## src/rtl/lpm_wr_pkg.sv

```systemverilog
`timescale 1ns/1ps
package lpm_wr_pkg;

    typedef enum logic {
        ST_IDLE  = 1'b0,
        ST_SWEEP = 1'b1
    } sweep_state_e;

    // Thermometer care mask: the top min(plen, width) bits set, the rest clear.
    // width must stay below 32.
    function automatic int unsigned thermo_mask(input int unsigned width,
                                                input int unsigned plen);
        int unsigned keep;
        keep = (plen > width) ? width : plen;
        return ((32'd1 << keep) - 32'd1) << (width - keep);
    endfunction

endpackage

```

## src/rtl/lpm_set_store.sv

```systemverilog
`timescale 1ns/1ps
module lpm_set_store #(
    parameter int PW    = 4,
    parameter int SW    = 4,
    parameter int NSETS = 4
) (
    input  logic                     clk,
    input  logic                     rst,
    input  logic                     wr_en,
    input  logic [$clog2(NSETS)-1:0] wr_set,
    input  logic [$clog2(SW)-1:0]    wr_slot,
    input  logic [PW-1:0]            wr_pat,
    input  logic [PW-1:0]            wr_mask,
    input  logic [$clog2(NSETS)-1:0] rd_set,
    input  logic [PW-1:0]            probe,
    output logic [SW-1:0]            vec
);
    logic [SW-1:0] vld_q [NSETS];
    logic [PW-1:0] pat_q [NSETS][SW];
    logic [PW-1:0] msk_q [NSETS][SW];

    always_ff @(posedge clk) begin
        if (rst) begin
            for (int s = 0; s < NSETS; s++) vld_q[s] <= '0;
        end else if (wr_en) begin
            vld_q[wr_set][wr_slot] <= 1'b1;
        end
    end

    always_ff @(posedge clk) begin
        if (wr_en) begin
            pat_q[wr_set][wr_slot] <= wr_pat;
            msk_q[wr_set][wr_slot] <= wr_mask;
        end
    end

    for (genvar i = 0; i < SW; i++) begin : g_cmp
        logic [PW-1:0] diff;
        assign diff   = (pat_q[rd_set][i] ^ probe) & msk_q[rd_set][i];
        assign vec[i] = vld_q[rd_set][i] && (diff == '0);
    end

endmodule

```

## src/rtl/lpm_dedup_cam.sv

```systemverilog
`timescale 1ns/1ps
module lpm_dedup_cam #(
    parameter int SW = 4
) (
    input  logic                  clk,
    input  logic                  rst,
    input  logic                  clr,
    input  logic [SW-1:0]         key,
    input  logic                  ins,
    input  logic [$clog2(SW)-1:0] ins_loc,
    output logic                  hit,
    output logic [$clog2(SW)-1:0] hit_loc
);
    localparam int IDX_W = $clog2(SW);

    logic [SW-1:0] ent_q [SW];
    logic [SW-1:0] ent_vld_q;
    logic [SW-1:0] match;

    always_ff @(posedge clk) begin
        if (rst || clr) begin
            ent_vld_q <= '0;
        end else if (ins) begin
            ent_vld_q[ins_loc] <= 1'b1;
        end
    end

    always_ff @(posedge clk) begin
        if (ins) ent_q[ins_loc] <= key;
    end

    for (genvar j = 0; j < SW; j++) begin : g_ent
        assign match[j] = ent_vld_q[j] && (ent_q[j] == key);
    end

    // Lowest matching location wins.
    always_comb begin
        hit_loc = '0;
        for (int j = SW - 1; j >= 0; j--) begin
            if (match[j]) hit_loc = IDX_W'(j);
        end
    end

    assign hit = |match;

endmodule

```

## src/rtl/lpm_sweep_ctrl.sv

```systemverilog
`timescale 1ns/1ps
module lpm_sweep_ctrl
    import lpm_wr_pkg::*;
#(
    parameter int PW = 4,
    parameter int SW = 4
) (
    input  logic                  clk,
    input  logic                  rst,
    input  logic                  start,
    input  logic                  alloc,
    output logic                  busy,
    output logic [PW-1:0]         pat_cnt,
    output logic [$clog2(SW)-1:0] idx_cnt
);
    sweep_state_e state_q;

    always_ff @(posedge clk) begin
        if (rst) begin
            state_q <= ST_IDLE;
            pat_cnt <= '0;
            idx_cnt <= '0;
        end else begin
            case (state_q)
                ST_IDLE: begin
                    if (start) begin
                        state_q <= ST_SWEEP;
                        pat_cnt <= '0;
                        idx_cnt <= '0;
                    end
                end
                ST_SWEEP: begin
                    if (alloc) idx_cnt <= idx_cnt + 1'b1;
                    if (pat_cnt == '1) state_q <= ST_IDLE;
                    pat_cnt <= pat_cnt + 1'b1;
                end
                default: state_q <= ST_IDLE;
            endcase
        end
    end

    assign busy = (state_q == ST_SWEEP);

endmodule

```

## src/rtl/lpm_index_writer.sv

```systemverilog
`timescale 1ns/1ps
module lpm_index_writer
    import lpm_wr_pkg::*;
#(
    parameter int PW    = 4,
    parameter int SW    = 4,
    parameter int DEPTH = 16
) (
    input  logic                          clk,
    input  logic                          rst,
    input  logic                          wr_req,
    input  logic [$clog2(DEPTH)-1:0]      wr_addr,
    input  logic [PW-1:0]                 wr_pat,
    input  logic [$clog2(PW+1)-1:0]       wr_plen,
    output logic                          busy,
    output logic                          idx_we,
    output logic [PW-1:0]                 idx_pat,
    output logic [$clog2(DEPTH/SW)-1:0]   idx_set,
    output logic                          idx_vld,
    output logic [$clog2(SW)-1:0]         idx_val,
    output logic                          ind_we,
    output logic [$clog2(DEPTH/SW)-1:0]   ind_set,
    output logic [$clog2(SW)-1:0]         ind_idx,
    output logic [SW-1:0]                 ind_vec
);
    localparam int NSETS  = DEPTH / SW;
    localparam int SLOT_W = $clog2(SW);
    localparam int SET_W  = $clog2(NSETS);
    localparam int ADDR_W = $clog2(DEPTH);

    logic              accept;
    logic [SET_W-1:0]  set_q;
    logic [PW-1:0]     wr_mask;
    logic [PW-1:0]     pat_cnt;
    logic [SLOT_W-1:0] idx_cnt;
    logic [SW-1:0]     vec;
    logic              nz;
    logic              hit;
    logic [SLOT_W-1:0] hit_loc;
    logic              alloc;
    logic [SLOT_W-1:0] sel_idx;

    assign accept  = wr_req && !busy;
    assign wr_mask = PW'(thermo_mask(PW, 32'(wr_plen)));

    always_ff @(posedge clk) begin
        if (rst)         set_q <= '0;
        else if (accept) set_q <= wr_addr[ADDR_W-1:SLOT_W];
    end

    lpm_sweep_ctrl #(.PW(PW), .SW(SW)) u_ctrl (
        .clk     (clk),
        .rst     (rst),
        .start   (accept),
        .alloc   (alloc),
        .busy    (busy),
        .pat_cnt (pat_cnt),
        .idx_cnt (idx_cnt)
    );

    lpm_set_store #(.PW(PW), .SW(SW), .NSETS(NSETS)) u_store (
        .clk     (clk),
        .rst     (rst),
        .wr_en   (accept),
        .wr_set  (wr_addr[ADDR_W-1:SLOT_W]),
        .wr_slot (wr_addr[SLOT_W-1:0]),
        .wr_pat  (wr_pat),
        .wr_mask (wr_mask),
        .rd_set  (set_q),
        .probe   (pat_cnt),
        .vec     (vec)
    );

    lpm_dedup_cam #(.SW(SW)) u_cam (
        .clk     (clk),
        .rst     (rst),
        .clr     (accept),
        .key     (vec),
        .ins     (alloc),
        .ins_loc (idx_cnt),
        .hit     (hit),
        .hit_loc (hit_loc)
    );

    assign nz    = |vec;
    assign alloc = busy && nz && !hit;

    always_comb begin
        if (!nz)      sel_idx = '0;
        else if (hit) sel_idx = hit_loc;
        else          sel_idx = idx_cnt;
    end

    assign idx_we  = busy;
    assign idx_pat = pat_cnt;
    assign idx_set = set_q;
    assign idx_vld = nz;
    assign idx_val = sel_idx;
    assign ind_we  = busy && nz;
    assign ind_set = set_q;
    assign ind_idx = sel_idx;
    assign ind_vec = vec;

endmodule

```

## config.mk

```make
export PLATFORM = sky130hd
export DESIGN_NAME = lpm_index_writer
export DESIGN_NICKNAME = d
export VERILOG_FILES = /design/src/rtl/lpm_wr_pkg.sv /design/src/rtl/lpm_set_store.sv /design/src/rtl/lpm_dedup_cam.sv /design/src/rtl/lpm_sweep_ctrl.sv /design/src/rtl/lpm_index_writer.sv
export SDC_FILE = /design/constraint.sdc
export NUM_CORES = 1
export LEC_CHECK = 0
export BUFFER_PORTS_ARGS = -buffer_cell sky130_fd_sc_hd__buf_4
export CAP_MARGIN = 20
export CORE_UTILIZATION = 60
export DETAILED_ROUTE_END_ITERATION = 12
export PLACE_DENSITY = 0.78
export SLEW_MARGIN = 30
export SYNTH_ARGS = -nofsm -noshare
export SYNTH_HDL_FRONTEND = slang
export SYNTH_SLANG_ARGS = --single-unit
```

## constraint.sdc

```tcl
create_clock -name clk -period 8.6 [get_ports clk]
set_clock_uncertainty 0.2 [all_clocks]
set_input_delay 1.72 -clock clk [delete_from_list [all_inputs] [get_ports clk]]
set_output_delay 1.72 -clock clk [all_outputs]
set_load 0.03 [all_outputs]
```

==> reports/results.ini <==
[setup_path]
cp.required_ns=6.68
crit_path_end_kind=output port
critical_path.startpoint_type=register
critical_path.cell_chain=buf_4, nor2b_1, a32o_1, or4_4, a22oi_4, mux2i_1, nand4_1, a311oi_1, buf_4
path_class=reg -> out
path_max_fanout=40
max_stage_delay_ns=0.60
critPathSlowestCell=dfxtp_2
crit_arrival_ns=3.94
crit_top_cell=buf_4

[global_route]
grt_pass1_wl_um=24850
grt_usage=0.2670
grt_start_max_net_pins=41
antenna_found_initial=0
overflow=0
grt_pass1_vias=4517

[timing]
period_needed_ns=5.863
fmaxAchievable_ghz=0.1706
period_share=0.6818
worst_slack_ns=2.737
hold_viol=0
worst_pin_slew_ns=1.010
setup_viol=0
final.setup.tns_ns=0
maxSlewViolCount=0
rsz0062_at_grt=false
relSlewSlack=0.3270

[routing]
drc=0
ant_nets=0
wirelength_um=16040
drtIter0Drc=408
vias_per_cell=5.951
vias=4386
routedWlPerCell_um=21.76
dr.pass1.iters=7

[power]
peakVddDrop_mv=0.1848
p_per_area_mw_per_mm2=221.6
p_leak_nw=2.947

[floorplanning]
die_w_um=114.7
row_count=40
start_util=0.6242
ios=34
dieArea_mm2=0.01316
core-area_mm2=0.01221
dieHeight_um=114.7

[flow_run]
maxCapViolCount=0

[yosys]
synthTopCellsByCount=edfxtp_1, nand2_1, nor2_1, xor2_1, o21ai_0
yosysWarnings=0
synthCells=529
synthArstFlopShare=0
synth_area_leaders=edfxtp_1, dfxtp_1, xor2_1
synth-seq-area-share=0.6697
synth_seq_cells=175
synth_top_area_frac=0.6303
ys.flop_type=edfxtp_1
synth_edf_count=160
synth_top_area_cell=edfxtp_1
syn_area_mm2=0.007622
synth_nets=550
synth.distinct_cells=58
avgSynthCellArea_um2=14.41
yosysMostFrequentCell=edfxtp_1

[clock_network]
postCtsSetupBuffers=0
cts_resized=0
ctsHoldBuffers=0
h-tree-depth=4
cts_tree=yes
cts-root-buf=clkbuf_16
cts_made_buffers=17
clk_pin_slew_ns=0.06
clock_sinks=175
clk_latency_ns=0.43
ctsLongestPathBuffers=2

[place]
gp_congestion=0.8502
pre_cts_slack_ns=3.236
io_buffer_count=33
dp_hpwl_um=10120

[layout]
nFillCells=814
drive_gt1_frac=0.1722
nets=577
multi_input_area_mm2=0.002271
area_growth_pct=12.52
seq_area_mm2=0.005107
antenna_cells=0

[min_path]
hp-class=reg -> reg

[run_status]
status=complete, no violations

==> critical path, delay by kind of cell, from the launching register on <==
| kind | cells | cell delay, ns |
|---|---|---|
| and+or+nand+nor | 3 | 0.75 |
| AOI/OAI and AO/OA | 3 | 1.10 |
| DFF | 1 | 0.60 |
| buffers and inverters | 2 | 0.74 |
| muxes | 1 | 0.25 |
==> layout by cell type, fill, tap and decap left out, types with 7 or more instances in the layout <==
cell type  count
a21oi_1       10
and2_1        12
buf_4         39
clkbuf_16     17
dfxtp_1       13
edfxtp_1     160
ha_1           7
inv_1         14
mux4_2        12
nand2_1       37
nand2b_1      15
nand3_1        7
nor2_1        33
nor2b_1        9
o21ai_0       17
xnor2_1       16
xor2_1        33
==> power by group <==
group | switching (mW) | total, mW | internal (mW)
Combinational | 0.0846 | 0.126 | 0.0409
Clock | 0.329 | 0.818 | 0.489
Sequential | 0.00957 | 0.957 | 0.947
Total | 0.424 | 1.90 | 1.48
==> layer usage <==
metal,part of all wire,global-route usage
met1,0.42,0.3583
met5,0,0
met3,0.076,0.06829
met2,0.48,0.4154
met4,0.024,0.1221
==> registers in the layout, summed over array words and instances (netlist names), named ones only <==
name	cells
u_store.pat_q	64
idx_set	2
u_cam.ent_q	16
u_ctrl.pat_cnt	4
u_ctrl.busy	1
u_ctrl.idx_cnt	2
u_store.vld_q	16
u_store.msk_q	64
u_cam.ent_vld_q	4
==> layout make-up <==
| cell class | instances | share of cell area |
|---|---|---|
| multi-input cells | 307 | 0.2648 |
| flip-flops and latches | 175 | 0.5955 |
| clock inverters | 15 | 0.02451 |
| inverters | 16 | 0.007002 |
| clock buffers | 17 | 0.04960 |
| repair buffers | 39 | 0.03414 |
| well taps | 168 | 0.02451 |
==> cell families after synthesis <==
kind of cell / Yosys count / share of synthesized area
AO/OA/AOI/OAI: 68 / 0.06353
AND/OR/NAND/NOR: 165 / 0.1215
multiplexers: 18 / 0.04334
adder cells (fa/ha/maj): 7 / 0.01149
XOR/XNOR: 49 / 0.05630
flip-flops: 175 / 0.6697
buffers and inverters: 47 / 0.03414
==> path summary, 6_finish.rpt <==
check                      from            endpoint  slack, ns  cells past startpoint
min reg2reg  u_cam.ent_vld_q[0]  u_cam.ent_vld_q[0]       0.29                      1
max reg2reg            register   u_cam.ent_q[0][2]       4.47                     10
min          u_cam.ent_vld_q[0]  u_cam.ent_vld_q[0]       0.29                      1
max                    register          ind_idx[1]       2.74                      9
==> through the flow <==
stage          power, mW  area (µm²)    util  std cells  hold WS (ns)
2_1_floorplan      1.053        7622       -        529        0.2490
3_3_place_gp       1.095        7930  0.6494        705        0.2820
3_5_place_dp       1.099        7941  0.6503        705        0.2695
4_1_cts            1.909        8577  0.7024        737        0.2868
5_1_grt            1.948        8577  0.7024        737        0.3179
6_report           1.901        8577  0.7024        737        0.2883
No activity file was read; power rests on OpenSTA's default activity.
